File: src/rtl/pbx_pkg.sv
package pbx_pkg;

    // Transfer direction decoded from the two active-low enables {oe_t_n, oe_r_n}
    typedef enum logic [1:0] {
        PBX_DIAG = 2'b00,   // both enabled: R->T with inverted parity
        PBX_R2T  = 2'b01,   // T port drives R data
        PBX_T2R  = 2'b10,   // R port drives T data
        PBX_IDLE = 2'b11    // nobody drives
    } pbx_mode_e;

    // Registered state of the error flag
    typedef struct packed {
        logic flag;
    } pbx_err_s;

    // Steering decisions handed from the direction decoder
    typedef struct packed {
        logic tx_r2t;     // R byte travels toward T
        logic tx_t2r;     // T byte travels toward R
        logic inv_par;    // invert generated parity
    } pbx_ctrl_s;

endpackage

File: src/rtl/pbx_dir_ctrl.sv
module pbx_dir_ctrl
    import pbx_pkg::*;
(
    input  logic      oe_t_n,
    input  logic      oe_r_n,
    output pbx_mode_e mode,
    output pbx_ctrl_s ctrl
);

    always_comb begin
        mode = pbx_mode_e'({oe_t_n, oe_r_n});
        ctrl = '0;
        unique case (mode)
            PBX_R2T:  ctrl.tx_r2t = 1'b1;
            PBX_T2R:  ctrl.tx_t2r = 1'b1;
            PBX_DIAG: begin
                ctrl.tx_r2t  = 1'b1;
                ctrl.inv_par = 1'b1;
            end
            default:  ctrl = '0;
        endcase
    end

endmodule

File: src/rtl/pbx_parity_tree.sv
module pbx_parity_tree #(
    parameter int WIDTH = 9
) (
    input  logic [WIDTH-1:0] bits,
    output logic             odd
);

    localparam int LEVELS = (WIDTH > 1) ? $clog2(WIDTH) : 1;
    localparam int LEAVES = 1 << LEVELS;
    localparam int NODES  = 2 * LEAVES - 1;

    logic [NODES-1:0] node;

    // Leaves: real bits, zero padding beyond WIDTH
    for (genvar i = 0; i < LEAVES; i++) begin : g_leaf
        if (i < WIDTH) begin : g_bit
            assign node[LEAVES-1+i] = bits[i];
        end else begin : g_pad
            assign node[LEAVES-1+i] = 1'b0;
        end
    end

    // Internal XOR nodes, balanced binary tree
    for (genvar k = 0; k < LEAVES - 1; k++) begin : g_xor
        assign node[k] = node[2*k+1] ^ node[2*k+2];
    end

    assign odd = node[0];

endmodule

File: src/rtl/pbx_steer.sv
module pbx_steer
    import pbx_pkg::*;
#(
    parameter int DATA_W = 8
) (
    input  pbx_ctrl_s         ctrl,
    input  logic [DATA_W-1:0] r_in,
    input  logic [DATA_W-1:0] t_in,
    input  logic              t_par_in,
    output logic [DATA_W:0]   tree_bits,
    input  logic              tree_odd,
    output logic              gen_par,
    output logic              err_now
);

    logic word_odd;

    // Select the byte and parity bit that feed the shared tree
    always_comb begin
        if (ctrl.tx_r2t) begin
            tree_bits = {r_in, 1'b0};        // parity slot empty while generating
        end else begin
            tree_bits = {t_in, t_par_in};    // check the incoming T word
        end
    end

    // Parity generation and check, both from the one tree result
    always_comb begin
        gen_par  = ~tree_odd ^ ctrl.inv_par;
        word_odd = tree_odd ^ (ctrl.tx_r2t ? gen_par : 1'b0);
        err_now  = ~word_odd;
    end

endmodule

File: src/rtl/pbx_err_reg.sv
module pbx_err_reg
    import pbx_pkg::*;
(
    input  logic clk,
    input  logic clr_n,
    input  logic err_in,
    output logic flag
);

    pbx_err_s st_d, st_q;

    always_comb begin
        st_d      = st_q;
        st_d.flag = err_in;
    end

    always_ff @(posedge clk or negedge clr_n) begin
        if (!clr_n) begin
            st_q <= '0;
        end else begin
            st_q <= st_d;
        end
    end

    assign flag = st_q.flag;

endmodule

File: src/rtl/pbx_transceiver.sv
module pbx_transceiver
    import pbx_pkg::*;
#(
    parameter int DATA_W = 8
) (
    input  logic              clk,
    input  logic              clr_n,
    input  logic              oe_t_n,
    input  logic              oe_r_n,
    input  logic [DATA_W-1:0] r_in,
    input  logic [DATA_W-1:0] t_in,
    input  logic              t_par_in,
    output logic [DATA_W-1:0] t_out,
    output logic              t_par_out,
    output logic              t_oe,
    output logic [DATA_W-1:0] r_out,
    output logic              r_par_out,
    output logic              r_oe,
    output logic              err_oe
);

    localparam int TREE_W = DATA_W + 1;

    pbx_mode_e         mode;
    pbx_ctrl_s         ctrl;
    logic [TREE_W-1:0] tree_bits;
    logic              tree_odd;
    logic              gen_par;
    logic              err_now;
    logic              err_flag;

    pbx_dir_ctrl i_dir (
        .oe_t_n (oe_t_n),
        .oe_r_n (oe_r_n),
        .mode   (mode),
        .ctrl   (ctrl)
    );

    pbx_steer #(.DATA_W(DATA_W)) i_steer (
        .ctrl      (ctrl),
        .r_in      (r_in),
        .t_in      (t_in),
        .t_par_in  (t_par_in),
        .tree_bits (tree_bits),
        .tree_odd  (tree_odd),
        .gen_par   (gen_par),
        .err_now   (err_now)
    );

    pbx_parity_tree #(.WIDTH(TREE_W)) i_tree (
        .bits (tree_bits),
        .odd  (tree_odd)
    );

    pbx_err_reg i_err (
        .clk    (clk),
        .clr_n  (clr_n),
        .err_in (err_now),
        .flag   (err_flag)
    );

    // Port drivers: undriven ports present zeros
    always_comb begin
        t_out     = '0;
        t_par_out = 1'b0;
        t_oe      = 1'b0;
        r_out     = '0;
        r_par_out = 1'b0;
        r_oe      = 1'b0;
        if (ctrl.tx_r2t) begin
            t_out     = r_in;
            t_par_out = gen_par;
            t_oe      = 1'b1;
        end
        if (ctrl.tx_t2r) begin
            r_out     = t_in;
            r_par_out = t_par_in;
            r_oe      = 1'b1;
        end
    end

    assign err_oe = err_flag;

endmodule

File: config.mk
export PLATFORM = sky130hd
export DESIGN_NAME = pbx_transceiver
export DESIGN_NICKNAME = d
export VERILOG_FILES = /design/src/rtl/pbx_pkg.sv /design/src/rtl/pbx_dir_ctrl.sv /design/src/rtl/pbx_parity_tree.sv /design/src/rtl/pbx_steer.sv /design/src/rtl/pbx_err_reg.sv /design/src/rtl/pbx_transceiver.sv
export SDC_FILE = /design/constraint.sdc
export NUM_CORES = 1
export LEC_CHECK = 0
export BUFFER_PORTS_ARGS = -buffer_cell sky130_fd_sc_hd__clkbuf_2
export CAP_MARGIN = 10
export CORE_AREA = 2 2 39 41
export DETAILED_ROUTE_END_ITERATION = 8
export DIE_AREA = 0 0 41 43
export SYNTH_ARGS = -nofsm -noshare
export SYNTH_HDL_FRONTEND = slang
export SYNTH_SLANG_ARGS = --single-unit
File: constraint.sdc
create_clock -name clk -period 1.94 [get_ports clk]
set_clock_uncertainty 0.2 [all_clocks]
set_input_delay 0.194 -clock clk [delete_from_list [all_inputs] [get_ports clk]]
set_output_delay 0.194 -clock clk [all_outputs]
set_load 0.05 [all_outputs]
==> metrics.md, run 1 <==
| Metric | Value |
|---|---|
| Outcome | completed |
| Max FO, Critical Path | 2 |
| Routed wire length per instance | about 7.9 µm |
| GR Util All Layers | under 10% |
| Critical Setup Path Class | in2out |
| Worst slew pin tran | 0.2942 ns |
| Number of search-and-repair iterations in the first detailed-routing pass | 1 |
| CP Launch Type | primary input |
| Total number of vias | approximately 390 |
| Maximum frequency from static timing analysis | 588.0 MHz |
| Number of failing setup endpoints in the final timing report | 0 |
| DR vias/cell | 3.949 |
| Standard-cell rows | 14 |
| Power density over the cells | about 510 nW/µm² |
| Setup Total Neg Slack | 0 ns |
| Synth Cell Area | roughly 320 µm² |
| Number of nets in the finished design | 106 |
| Clock-pin slew reported for the worst setup and hold paths after clock tree synthesis | 0 ns |
| Detailed router's first-iteration violation count | 0 |
| Post-synthesis sequential area ratio | about 7.8% |
| Yosys synthesis warning count | 0 |
| Headroom to the max-slew limit | between 80% and 90% |
| Max-cap viol count | 0 |
| Data arrival time of the critical path | 1.31 ns |
| DRC errors left | 0 |
| Chip Height | around 43 µm |
| Number of antenna violations at the first check in global routing | 0 |
| Pin count of the biggest net entering global routing | 11 |
| Grt total ovfl | 0 |
| Worst Path Required | approximately 1.6 ns |
| Number of flip-flops and latches in the synthesized netlist | 1 |
| Port buffer count | between 40 and 50 |
| Worst stage delay on the critical path | roughly 0.29 ns |
| Post-synthesis to final-layout area growth | 74.12% |
| Syn_area_per_cell | about 7.8 µm² |
| Peak VDD IR | roughly 0.00017 V |
| Placeable core region | ~1400 µm² |
| Unrepaired setup endpoints after global routing | false |
| Ordered cell list for the critical path | clkbuf_2 > xor2_1 > mux2i_1 > xnor2_1 > xnor2_1 > nor2_2 > clkbuf_2 |
| Setup slack after layout | ~0.24 ns |
| Number of flip-flops in the largest register | 1 |
| Cell variety after synth | 11 |
| # fillers | approximately 150 |
| Routed wire length | roughly 780 µm |
| Final max-slew violation count | 0 |
| Die Span X | just over 40 µm |
| Total count of hold-check failures in the final report | 0 |
| CP Capture Type | primary output |
| Worst hold-check path type | in2async |
| # diodes | 0 |
| Final worst path period need | 1.701 ns |
| Crit-path slowest cell | sky130_fd_sc_hd__xnor2_1 |
| Mapped Cells | between 40 and 50 |
| Leakage power figure | 0.3079 nW |
| Via count of the first global-routing pass | between 300 and 400 |
| First-pass GRT wire length | 1.255 mm |
| Worst slack at placement | between 0.2 and 0.25 ns |
| Filler-free cell count of the finished design | approximately 100 |
| Final Cycle Share | roughly 90% |
| Antenna Violating Nets Remaining | 0 |
| Area of the die | 1763 µm² |
| Layout cell share with drive strength beyond 1 | between 50% and 60% |
| I/O Pins | 42 |
| Starting density of the core | around 23% |
| Placed Cells incl. Taps | between 90 and 100 |
| Final GP Congestion | ~0.63 |
| Nets in the synthesized netlist | 62 |
| HPWL after DPL | 743.4 µm |
==> layout by cell type (no fill, tap or decap) <==
cell	instances
sky130_fd_sc_hd__mux2i_1	2
sky130_fd_sc_hd__xor2_1	6
sky130_fd_sc_hd__o21a_1	1
sky130_fd_sc_hd__nor2_2	2
sky130_fd_sc_hd__nand2_1	1
sky130_fd_sc_hd__xnor2_1	9
sky130_fd_sc_hd__clkbuf_2	41
sky130_fd_sc_hd__dfrtp_1	1
sky130_fd_sc_hd__buf_4	1
sky130_fd_sc_hd__inv_4	1
sky130_fd_sc_hd__and2_1	9
sky130_fd_sc_hd__dlygate4sd3_1	1
sky130_fd_sc_hd__nor2b_1	8
==> area by class of cell <==
type	instances	area, µm²	area share [%]
Multi-Input combinational cell	38	281.5	50.68
Timing Repair Buffer	43	222.7	40.09
Sequential cell	1	25.02	4.505
Tap cell	16	20.02	3.604
Inverter	1	6.256	1.126
==> where the power goes <==
part | leakage, nW | switching (mW) | total, mW | internal (mW)
sequential | 0.0113 | 0.00109 | 0.0274 | 0.0263
clock | 0 | 0 | 0 | 0
combinational | 0.297 | 0.168 | 0.256 | 0.0876
==> worst max-delay path, delay by kind of cell <==
family | cells | cell delay [ns]
buffers and inverters | 2 | 0.36
XOR/XNOR | 3 | 0.57
multiplexers | 1 | 0.10
AND/OR/NAND/NOR | 1 | 0.08
==> through the flow <==
stage          area (µm²)  hold slack, ns  utilization [%]  power (mW)
3_3_place_gp        545.5         -0.2297            39.42      0.2834
4_1_cts             555.5          0.3142            40.14      0.2863
5_1_grt             555.5          0.3359            40.14      0.3046
3_5_place_dp        545.5         -0.2296            39.42      0.2844
6_report            555.5          0.3096            40.14      0.2834
2_1_floorplan       324.1         -0.3016                -      0.2248
==> cell families (layout without fill, tap and decap cells) <==
logic type	after synthesis	after routing	synth area share, %
buf+inv	2	44	5.491
mux	2	2	6.275
flops	1	1	7.842
compound gates	1	1	2.354
xor+xnor	15	15	41.18
simple gates	20	20	36.86
==> per-layer routing <==
| metal | vias up | part of all wire, % | track usage (%) |
|---|---|---|---|
| li1 | 208 | - | - |
| met1 | 165 | 38 | 12.06 |
| met2 | 18 | 53 | 17.19 |
| met3 | 0 | 8.6 | 0.5236 |
| met4 | 0 | 0 | 0 |
| met5 | - | 0 | 0 |
==> worst max-delay path by stage <==
| stage | from | end | slack, ns | depth (start not counted) |
|---|---|---|---|---|
| final | r_in[2] | t_par_out | 0.24 | 7 |
| after floorplan | oe_t_n | r_out[0] | 0.05 | 4 |
| after detailed placement | r_in[2] | t_par_out | 0.22 | 7 |
| after global placement | r_in[2] | t_par_out | 0.21 | 7 |
| after global routing | r_in[2] | t_par_out | 0.09 | 7 |
| after CTS | r_in[2] | t_par_out | 0.22 | 7 |
==> synth_stat cells <==
master | instances | area [µm²]
sky130_fd_sc_hd__xnor2_1 | 9 | 78.83
sky130_fd_sc_hd__mux2i_1 | 2 | 20.02
sky130_fd_sc_hd__dfrtp_1 | 1 | 25.02
sky130_fd_sc_hd__o21a_1 | 1 | 7.510
sky130_fd_sc_hd__nor2_1 | 2 | 7.510
sky130_fd_sc_hd__inv_4 | 1 | 6.260
sky130_fd_sc_hd__nand2_1 | 1 | 3.750
sky130_fd_sc_hd__buf_6 | 1 | 11.26
sky130_fd_sc_hd__nor2b_1 | 8 | 50.05
sky130_fd_sc_hd__xor2_1 | 6 | 52.55
sky130_fd_sc_hd__and2_1 | 9 | 56.30
==> what timing repair did <==
item,4_1_cts,5_1_grt
buffers inserted,0,0
hold buffers,1,0
resized for setup,0,0
endpoints found under the hold margin,1,0
(Power assumes the default switching activity.)
==> run 2: changes to the inputs <==
--- a/config.mk
+++ b/config.mk
@@ -7,9 +7,11 @@
 export LEC_CHECK = 0
 export BUFFER_PORTS_ARGS = -buffer_cell sky130_fd_sc_hd__clkbuf_2
 export CAP_MARGIN = 10
-export CORE_AREA = 2 2 39 41
+export CORE_MARGIN = 2
+export CORE_UTILIZATION = 31
 export DETAILED_ROUTE_END_ITERATION = 8
-export DIE_AREA = 0 0 41 43
+export PLACE_DENSITY = 0.72
 export SYNTH_ARGS = -nofsm -noshare
 export SYNTH_HDL_FRONTEND = slang
+export SYNTH_HIERARCHICAL = 1
 export SYNTH_SLANG_ARGS = --single-unit
==> run 2 against run 1 <==
- the run now ends with negative setup slack left
- first-iteration DRC count stayed put
- highest routed layer unchanged
- area after synthesis increased by 25%
- hold slack gained 0.00053 ns
- global-route usage increased by 2.7 points
- routed wire length increased by 25%
- via count is 16% higher
- fmax is 30% lower
- critical path type unchanged
- sequential power grew 13%
==> metrics.md, run 2 <==
| Metric | Value |
|---|---|
| Critical Setup Path Class | in2out |
| Die Span X | 39.88 µm (-2.7%) |
| Outcome | complete, but fails checks |
| Synth Cell Area | 399.1 µm² (+25%) |
| Number of nets in the finished design | 114 (+7.5%) |
| Port buffer count | 41 (unchanged) |
| CP Launch Type | primary input |
| Max FO, Critical Path | 7 (+5) |
| DR vias/cell | 4.314 (+9.2%) |
| HPWL after DPL | 784.5 µm (+5.5%) |
| Worst stage delay on the critical path | 0.44 ns (+0.15 ns) |
| Layout cell share with drive strength beyond 1 | 71.43% (+17 points) |
| Maximum frequency from static timing analysis | 414.4 MHz (-30%) |
| Leading cell type in the layout, fill and taps excluded | sky130_fd_sc_hd__clkbuf_2 |
| Hold slack final | 0.3101 ns (+0.0005290 ns) |
| Chip Height | 39.88 µm (-7.3%) |
| Standard-cell rows | 12 (-2) |
| Detailed router's first-iteration violation count | 0 (unchanged) |
| GR Util All Layers | 12.12% (+2.7 points) |
| Final max-slew violation count | 0 (unchanged) |
| Crit path max-delay family | XOR/XNOR gates |
| Final Cycle Share | 124.4% (+37 points) |
| First-pass GRT wire length | 1.338 mm (+6.6%) |
| Violated checks | negative setup slack |
| Starting density of the core | 34.52% (+11 points) |
| Max-cap viol count | 0 (unchanged) |
| Pin count of the biggest net entering global routing | 11 (unchanged) |
| Number of failing setup endpoints in the final timing report | 2 (+2) |
| Crit path buffers/inverters | 4 (+2) |
| # diodes | 0 (unchanged) |
| Post-synthesis to final-layout area growth | 87.15% |
| Crit-path slowest cell | sky130_fd_sc_hd__xnor3_1 |
| Total count of hold-check failures in the final report | 0 (unchanged) |
| Placeable core region | 1156 µm² (-16%) |
| I/O Pins | 42 (unchanged) |
| Peak VDD IR | 0.0002174 V (+29%) |
| Area of the die | 1590 µm² (-9.8%) |
| Data arrival time of the critical path | 2.02 ns (+0.71 ns) |
| Unrepaired setup endpoints after global routing | true |
| Ordered cell list for the critical path | buf_8 > clkinvlp_4 > buf_6 > mux2_4 > xnor2_2 > xnor3_1 > xnor2_2 > xnor2_1 > and2_4 > clkbuf_16 |
| Routed wire length | 978 µm (+25%) |
| Crit-path most repeated cell | sky130_fd_sc_hd__xnor2_2 |
| Worst slew pin tran | 0.3309 ns (+0.03668 ns) |
| Total power draw | 0.4345 mW (+53%) |
| Final worst path period need | 2.413 ns (+0.7124 ns) |
| Number of flip-flops in the largest register | 1 (unchanged) |
| CP Capture Type | primary output |
| Grt total ovfl | 0 (unchanged) |
| Total number of vias | 453 (+16%) |
| Routed wire length per instance | 9.314 µm (+18%) |
| Worst hold-check path type | in2async |
| Final GP Congestion | 0.5483 (-13%) |
| Setup slack after layout | -0.4731 ns (-0.7124 ns) |
| Power density over the cells | 581.8 nW/µm² (+14%) |
| Nets in the synthesized netlist | 63 (+1.6%) |
| Clock-pin slew reported for the worst setup and hold paths after clock tree synthesis | 0 ns (unchanged) |
| Top library cells by usage in the layout, fill and taps aside | sky130_fd_sc_hd__clkbuf_2 (39), sky130_fd_sc_hd__and2_1 (17), sky130_fd_sc_hd__mux2_4 (8) |
| Worst Path Required | 1.55 ns (about the same) |
| Antenna Violating Nets Remaining | 0 (unchanged) |
| Yosys synthesis warning count | 6 (+6) |
| Number of search-and-repair iterations in the first detailed-routing pass | 1 (unchanged) |
| Via count of the first global-routing pass | 331 (+1.8%) |
| Number of antenna violations at the first check in global routing | 0 (unchanged) |
| Mapped Cells | 42 (+2.4%) |
| DRC errors left | 0 (unchanged) |
| Leakage power figure | 0.4358 nW (+42%) |
| Headroom to the max-slew limit | 77.84% (-2.4 points) |
| Syn_area_per_cell | 9.503 µm² (+22%) |
==> run 2: layout make-up <==
| class | instances | area (µm²) |
|---|---|---|
| sequential | 1 | 25.02 |
| multi-input combinational | 38 | 380.4 |
| fill | 98 | 409.1 |
| inverter | 2 | 11.26 |
| timing repair buffer | 50 | 312.8 |
| tap | 14 | 17.52 |
==> run 2: per-stage QoR <==
step | setup TNS, ns | cell area, µm² | worst slack (ns) | cells | utilization [%]
after floorplan | -0.8468 | 416.7 | -0.6048 | 42 | -
after global placement | -0.7199 | 654.4 | -0.6196 | 100 | 56.60
after detailed placement | -0.7446 | 654.4 | -0.6314 | 100 | 56.60
after CTS | -0.7044 | 719.4 | -0.5172 | 103 | 62.23
after global routing | -0.7166 | 747.0 | -0.5259 | 105 | 64.61
final | -0.6133 | 747.0 | -0.4731 | 105 | 64.61
==> run 2: where the power goes <==
part	leakage [nW]	switching, mW	total (mW)	internal, mW
Combinational	0.423	0.210	0.404	0.194
Clock	0	0	0	0
Sequential	0.0123	0.00188	0.0310	0.0291
==> run 2: metal layers <==
metal	vias up	share of wire, %	global-route usage [%]
met2	22	54	24.19
met1	198	39	14.77
met5	-	0	0
li1	233	-	-
met3	0	7.3	0
met4	0	0	0
==> run 2: what timing repair did <==
item / CTS / global route
pin swaps: 5 / 5
gates resized for setup: 6 / 3
setup buffers: 3 / 2
setup endpoints to repair: 2 / 2
hold buffers: 1 / 0
endpoints found under the hold margin: 1 / 0
==> run 2: final timing paths <==
path                        start         end  slack (ns)  depth (start not counted)
worst max-delay path       oe_t_n   t_par_out       -0.47                         10
worst min-delay path        clr_n  i_err/flag        0.31                          2
max in group asynchronous   clr_n  i_err/flag        1.14                          2
min in group clk           oe_r_n  i_err/flag        0.31                          4
